### config.mk
export PLATFORM = sky130hd
export DESIGN_NAME = rstep_core
export DESIGN_NICKNAME = d
export VERILOG_FILES = /design/src/rtl/rstep_core.sv
export SDC_FILE = /design/constraint.sdc
export NUM_CORES = 2
export LEC_CHECK = 0
export ABC_AREA = 1
export ABC_CLOCK_PERIOD_IN_PS = 5500
export BUFFER_PORTS_ARGS = -buffer_cell sky130_fd_sc_hd__buf_2
export CORE_MARGIN = 2
export CORE_UTILIZATION = 35
export CTS_CLUSTER_SIZE = 16
export DETAILED_ROUTE_END_ITERATION = 16
export PLACE_DENSITY_LB_ADDON = 0.08
export SETUP_SLACK_MARGIN = 0.4
export SLEW_MARGIN = 30
export SYNTH_ARGS = -nofsm -noshare
export SYNTH_HDL_FRONTEND = slang
export SYNTH_SLANG_ARGS = --single-unit
### constraint.sdc
create_clock -name clk -period 5.5 [get_ports clk]
set_input_delay 0.275 -clock clk [delete_from_list [all_inputs] [get_ports clk]]
set_output_delay 0.275 -clock clk [all_outputs]
set_load 0.03 [all_outputs]
### src/rtl/rstep_core.sv
module rstep_core #(
  parameter logic [31:0] RESET_PC = 32'h0
) (
  input  logic        clk,
  input  logic        rst_n,
  output logic [31:0] imem_addr,
  input  logic [31:0] imem_rdata,
  output logic        wr_en,
  output logic [4:0]  wr_idx,
  output logic [31:0] wr_data,
  output logic [31:0] pc_o,
  output logic [31:0] npc_o,
  output logic [3:0]  flags_o,
  output logic        illegal_o
);
  typedef enum logic [1:0] {ST_FETCH, ST_EXEC, ST_HALT} st_t;

  st_t         st;
  logic [31:0] pc, npc;
  logic [3:0]  flags;
  logic        halted, squash;
  logic [31:0] rf [32];

  wire [31:0] ir    = imem_rdata;
  wire [1:0]  op    = ir[31:30];
  wire [4:0]  rd    = ir[29:25];
  wire [5:0]  op3   = ir[24:19];
  wire [4:0]  rs1   = ir[18:14];
  wire        ibit  = ir[13];
  wire [4:0]  rs2   = ir[4:0];
  wire        abit  = ir[29];
  wire [3:0]  cond  = ir[28:25];
  wire [2:0]  op2   = ir[24:22];
  wire [31:0] simm  = {{19{ir[12]}}, ir[12:0]};

  wire [31:0] src1  = (rs1 == 5'd0) ? 32'h0 : rf[rs1];
  wire [31:0] src2  = ibit ? simm : ((rs2 == 5'd0) ? 32'h0 : rf[rs2]);
  wire [32:0] sum   = {1'b0, src1} + {1'b0, src2};
  wire [32:0] diff  = {1'b0, src1} - {1'b0, src2};

  logic        bad, we, set_cc, taken, uncond, sq_next;
  logic [4:0]  idx;
  logic [31:0] res, nxt_npc;
  logic [3:0]  nflags;

  always_comb begin
    bad     = 1'b0;
    we      = 1'b0;
    set_cc  = 1'b0;
    taken   = 1'b0;
    uncond  = 1'b0;
    sq_next = 1'b0;
    idx     = rd;
    res     = 32'h0;
    nflags  = flags;
    nxt_npc = npc + 32'd4;
    case (op)
      2'b01: begin
        we      = 1'b1;
        idx     = 5'd15;
        res     = pc;
        nxt_npc = pc + {ir[29:0], 2'b00};
      end
      2'b00: begin
        if (op2 == 3'b100) begin
          we  = 1'b1;
          res = {ir[21:0], 10'h0};
        end else if (op2 == 3'b010) begin
          case (cond)
            4'b1000: begin taken = 1'b1;      uncond = 1'b1; end
            4'b0000: begin taken = 1'b0;      uncond = 1'b1; end
            4'b0001: taken = flags[2];
            4'b1001: taken = !flags[2];
            default: bad = 1'b1;
          endcase
          if (taken) nxt_npc = pc + {{8{ir[21]}}, ir[21:0], 2'b00};
          sq_next = abit && (uncond || !taken);
        end else begin
          bad = 1'b1;
        end
      end
      2'b10: begin
        we = 1'b1;
        case (op3)
          6'b000000, 6'b010000: begin
            res    = sum[31:0];
            set_cc = op3[4];
            nflags = {sum[31], sum[31:0] == 32'h0,
                      (src1[31] == src2[31]) && (sum[31] != src1[31]), sum[32]};
          end
          6'b000100, 6'b010100: begin
            res    = diff[31:0];
            set_cc = op3[4];
            nflags = {diff[31], diff[31:0] == 32'h0,
                      (src1[31] != src2[31]) && (diff[31] != src1[31]), diff[32]};
          end
          6'b000010: res = src1 | src2;
          default:   bad = 1'b1;
        endcase
      end
      default: bad = 1'b1;
    endcase
  end

  wire exec = (st == ST_EXEC) && !squash;

  assign wr_en     = exec && !bad && we && (idx != 5'd0);
  assign wr_idx    = idx;
  assign wr_data   = res;
  assign imem_addr = pc;
  assign pc_o      = pc;
  assign npc_o     = npc;
  assign flags_o   = flags;
  assign illegal_o = halted;

  always_ff @(posedge clk) begin
    if (!rst_n) begin
      st     <= ST_FETCH;
      pc     <= RESET_PC;
      npc    <= RESET_PC + 32'd4;
      flags  <= 4'h0;
      halted <= 1'b0;
      squash <= 1'b0;
    end else begin
      case (st)
        ST_FETCH: st <= ST_EXEC;
        ST_EXEC: begin
          if (squash) begin
            squash <= 1'b0;
            pc     <= npc;
            npc    <= npc + 32'd4;
            st     <= ST_FETCH;
          end else if (bad) begin
            halted <= 1'b1;
            st     <= ST_HALT;
          end else begin
            pc     <= npc;
            npc    <= nxt_npc;
            squash <= sq_next;
            if (set_cc) flags <= nflags;
            st     <= ST_FETCH;
          end
        end
        default: st <= ST_HALT;
      endcase
    end
  end

  always_ff @(posedge clk) begin
    if (wr_en) rf[wr_idx] <= wr_data;
  end
endmodule

# Word-level counts from Yosys, hierarchy flattened
# Memory sizes are Yosys's and may differ from the RTL's.
# Index checks and enable logic that the tools add are counted.
[totals]
regBits = 72
mem_bits_rw = 1024
inputBits = 34
word_cells = 107
memories = 1
[memory_table]
columns = ["memory", "depth", "width", "read_ports", "rd_ports_with_merged_regs", "wr", "line", "source"]
rows = [
  ["rf", 32, 32, 2, 0, 1, "22", "logic [31:0] rf [32];"],
]
[classes]
add_sub_neg = 5
eq_ne = 17
mux = 43
n_bitwise = 3
n_reduce_logical = 32
[ops]
columns = ["op", "n"]
rows = [
  ["two-way mux 32 bit", 11],
  ["one-hot mux 32 bit (3 select lines)", 2],
  ["adder 32 bit", 2],
  ["logical NOT 32 bit", 2],
  ["one-hot mux 32 bit (2 select lines)", 1],
  ["adder 32 x 32 -> 33 bit", 1],
  ["subtractor 32 x 32 -> 33 bit", 1],
  ["adder 32 x 3 -> 32 bit, second input constant", 1],
  ["OR 32 bit", 1],
  ["two-way mux 1 bit", 21],
  ["equality test 6 x 5 -> 1 bit, second input constant", 2],
  ["logical NOT 5 bit", 2],
  ["equality test 4 bit, second input constant", 2],
  ["one-hot mux 4 bit (2 select lines)", 1],
  ["OR reduction 2 bit", 4],
  ["OR reduction 4 bit", 2],
  ["logical AND 1 bit", 7],
  ["equality test 6 x 2 -> 1 bit, second input constant", 1],
  ["equality test 6 x 3 -> 1 bit, second input constant", 1],
  ["logical NOT 6 bit", 1],
  ["one-hot mux 1 bit (3 select lines)", 2],
  ["AND reduction 6 bit", 1],
  ["two-way mux 5 bit", 1],
  ["nonzero test 5 bit", 1],
  ["20 further kinds", 29],
]

# Logic depth before layout (Yosys ltp)
[depth]
ltp_word = 13
ltp_mapped = 34

# Least setup slack after synthesis
# No wires, ideal clock.
[synth_path]
kind = "input-to-reg"
start = "in imem_rdata[0]"
end = "mem rf[0][18], data pin"
setup_ns = 0.492
arrival_ns = 4.516
required_ns = 5.008
setup_slack_ns = 0.492
path_stages = 25
n_path_buf = 3
cell_sequence = "buf_4 buf_4 buf_2 nor2_1 o22ai_1 o211ai_1 nand3_1 a211o_1 o21ai_1 inv_1 ha_1 fa_1 inv_1 nand3_1 nand3_1 nand2_1 nand2_1 nand3_1 nand2_1 nand2_1 nand2_1 nand2_1 o21ai_0 o21ai_0 a31oi_1"
[synth_between]
elab_chain_len = 6
[synth_rtl]
columns = ["item", "line", "source"]
rows = [
  ["start, declared", "7", "input logic [31:0] imem_rdata,"],
  ["memory (32 x 32 bit) / logical NOT 5 bit (equally long branches)", "-", ""],
  ["two-way mux 32 bit", "37", "wire [31:0] src2 = ibit ? simm : ((rs2 == 5'd0) ? 32'h0 : rf[rs2]);"],
  ["two-way mux 32 bit (*)", "37", ""],
  ["subtractor 32 x 32 -> 33 bit, or another cell as far along", "39", "wire [32:0] diff = {1'b0, src1} - {1'b0, src2};"],
  ["one-hot mux 32 bit (3 select lines) (*)", "84", "case (op3)"],
  ["one-hot mux 32 bit (3 select lines) (*)", "57", "case (op)"],
  ["via wr_data[18]", "10", "output logic [31:0] wr_data,"],
  ["end, declared", "22", ""],
]
# Mark *: on every way through the listed nets, which the timed path passes. The rest lies on a longest branch.

==> impl_metrics.ini <==
[route]
avgRoutedWirePerCell_um = 30.0
viasPerCell = 5.89
drt-pass1-iter-count = 6
drt_iter0_markers = 7524
drt_wl_total_mm = 308
ant_nets = 0
vias = 60432
drc = 0

[timing]
finalMaxSlewViolations = 0
rsz0062_at_grt = true
maxSlewHeadroom = 0.283
tns_ns = 0
hold_viol = 0
setup_viol = 0
fmax_ghz = 0.200
setup_ws_ns = 0.504
min_period_ns = 5.00
worstMarginPinSlew_ns = 1.08
finalCritPeriodShare = 0.908
skew_ns = 0.0546

[cts]
cts_buffers = 134
clk_latency_ns = 0.85
cts-root-buf = clkbuf_16
htree_levels = 4
cts_tree = yes
clk_pin_slew_worst_paths_ns = 0.06
clkSinkCount = 1096
clockBufferDepth = 3

[yosys]
synthTopCellsByArea = edfxtp_1, o21ai_0, nand2_1
synth_cell_types = 63
syn_area_um2 = 62800
synth_top_area_share = 0.490
synth_commonest_cells = o21ai_0, nand2_1, edfxtp_1
synth_top_cell_by_area = edfxtp_1
syn_avg_cell_area_um2 = 8.60
synth_edf_count = 1024
ys_seq_elements = 1096
ys_seq_area_frac = 0.513
ys_warn_count = 0
synthCells = 7299
async_reset_ff_frac = 0
synth.most_common_cell = o21ai_0
synthFlopType = edfxtp_1

[setup_path]
crit_path_top_delay_cell = o211ai_1
cp.required_ns = 5.22
critPathKind = flip-flop to primary output
reg2reg_depth = 25
r2r-start = rf[15][9]
cp_max_fo = 4
critPathMaxStageDelay_ns = 0.42
critPathLaunchType = flip-flop
rrSetupSlack_ns = 1.07
critPathMostFrequentCell = nand2_2
end_kind = primary output
worstReg2RegEnd = rf[26][24]
path_cells = nand2_1 -> o21ai_0 -> a221oi_1 -> o31ai_1 -> o211ai_1 -> inv_1 -> ha_1 -> inv_1 -> buf_6 -> nand2_2 -> nor2_4 -> buf_4 -> nand2_2 -> nand3b_1 -> nand3_1 -> nand2_1 -> nand2_2 -> o211ai_1 -> a21oi_2 -> nor2_4 -> buf_12 -> buf_8
worstPathArrival_ns = 4.72

[floorplanning]
pin_count = 173
die_area_um2 = 183000
coreArea_um2 = 178000
start_util = 0.352
row_count = 155
die_y_um = 428
die_x_um = 428

[cells_and_area]
multiInputGateArea_um2 = 27800
drive_gt1_frac = 0.180
diodes = 0
fill_cells = 17567
fin_nets = 7973
regArea_um2 = 32200
syn_to_final_growth_pct = 23.3

[min_path]
hold_start = rst_n
min_to = imem_addr[15]
hold-path-cell-count = 4
min_path_type = input pin to flip-flop

[flow_run]
drv_cap = 0

[grt]
antenna_found_initial = 6
grt_max_degree = 101
grt_first_pass_wirelength_mm = 423
overflow = 0
first_global_vias = 55986
grt_usage = 0.326

[power_and_ir_drop]
ir_drop_v = 0.000248
power_density_nw_per_um2 = 299
cellLeakagePower_nw = 30.1

[place]
port-buffer-count = 172
post-place-ws_ns = 0.107
gp_congestion = 1.03
dp_hpwl_mm = 199

[outcome]
outcome = complete, no violations
[critical path: cells and delay by family (launching register included)]
family	cells	cell delay [ns]
simple gates	9	1.08
compound gates	6	1.29
fa+ha+maj	1	0.31
flops	1	0.38
buf+inv	6	0.85
[cell families after synthesis]
group | Yosys count | share of synthesized area
fa+ha+maj | 141 | 0.0285
xor+xnor | 27 | 0.00377
simple gates | 2539 | 0.166
flops | 1096 | 0.513
other cells | 1 | 0.0000597
buf+inv | 1112 | 0.0754
compound gates | 2383 | 0.214
[per-stage QoR]
stage,instance area (µm²),util,cells,total power [W],hold slack [ns]
floorplan,62900,-,7330,0.0118,0.397
global placement,71000,0.398,9946,0.0140,0.406
detailed placement,71000,0.398,9948,0.0140,0.412
CTS,75900,0.425,10207,0.0229,0.0371
global route,77400,0.434,10253,0.0239,0.0738
finish,77400,0.434,10253,0.0232,0.0813
[worst max-delay path by stage]
stage | startpoint | to | slack, ns | cells past startpoint
after floorplan | imem_rdata[0] | rf[0][18] | 0.49 | 25
after global placement | imem_rdata[0] | wr_data[28] | 0.13 | 25
after detailed placement | imem_rdata[14] | wr_data[28] | 0.11 | 23
after CTS | rf[9][11] | wr_data[16] | 0.39 | 29
after global routing | rf[13][15] | wr_data[30] | 0.33 | 23
final | rf[5][25] | wr_data[30] | 0.50 | 22
[power by group]
group          internal, W  total, W  switching, W  leakage [nW]
Sequential         0.00913   0.00923      0.000102          11.1
Clock              0.00500   0.00879       0.00378          2.07
Combinational      0.00182   0.00517       0.00335          16.9
[cells in the final DEF (no fill, tap or decap), types with 24 or more instances in the layout]
master / count
buf_12: 131
a31oi_1: 37
nor2_4: 57
nand4_1: 43
buf_4: 546
nand2_1: 1005
a21oi_1: 480
o22ai_1: 97
clkbuf_1: 28
buf_2: 145
nand3_1: 332
dfxtp_1: 72
nor2_1: 888
inv_1: 557
nor3_1: 25
clkbuf_16: 142
nor2_2: 45
a22oi_1: 24
o211ai_1: 153
ha_1: 110
nand2_2: 58
edfxtp_1: 1024
conb_1: 32
o221ai_1: 112
o21ai_0: 1197
o21ai_1: 69
clkinv_1: 27
a21oi_2: 39
[layer usage]
| metal | vias up | track usage | wire, µm | share of wire |
|---|---|---|---|---|
| li1 | 26760 | - | - | - |
| met1 | 29808 | 0.436 | 128000 | 0.42 |
| met2 | 3173 | 0.516 | 138000 | 0.45 |
| met3 | 681 | 0.0506 | 24700 | 0.080 |
| met4 | 10 | 0.158 | 16900 | 0.055 |
| met5 | - | 0 | 46 | 0.00015 |
[registers in the layout (all words and copies together) (netlist names)]
signal / flops
flags_o: 4
illegal_o: 1
imem_addr: 32
npc_o: 32
rf: 1024
squash: 1
st: 2
[timing repair]
| action | CTS | global route |
|---|---|---|
| pin swaps | 37 | 115 |
| gates cloned | 0 | 3 |
| hold endpoints to repair | 1 | 0 |
| hold buffers | 1 | 0 |
| resized for setup | 119 | 327 |
| endpoints found under the setup margin | 26 | 27 |
| buffers inserted | 22 | 43 |
[area by class of cell]
| class | instances | area share |
|---|---|---|
| clock inverters | 67 | 0.00848 |
| flip-flops and latches | 1096 | 0.416 |
| repair buffers | 857 | 0.103 |
| well taps | 2355 | 0.0380 |
| clock buffers | 169 | 0.0466 |
| inverters | 587 | 0.0290 |
| multi-input cells | 5122 | 0.360 |
(Power assumes the default switching activity.)
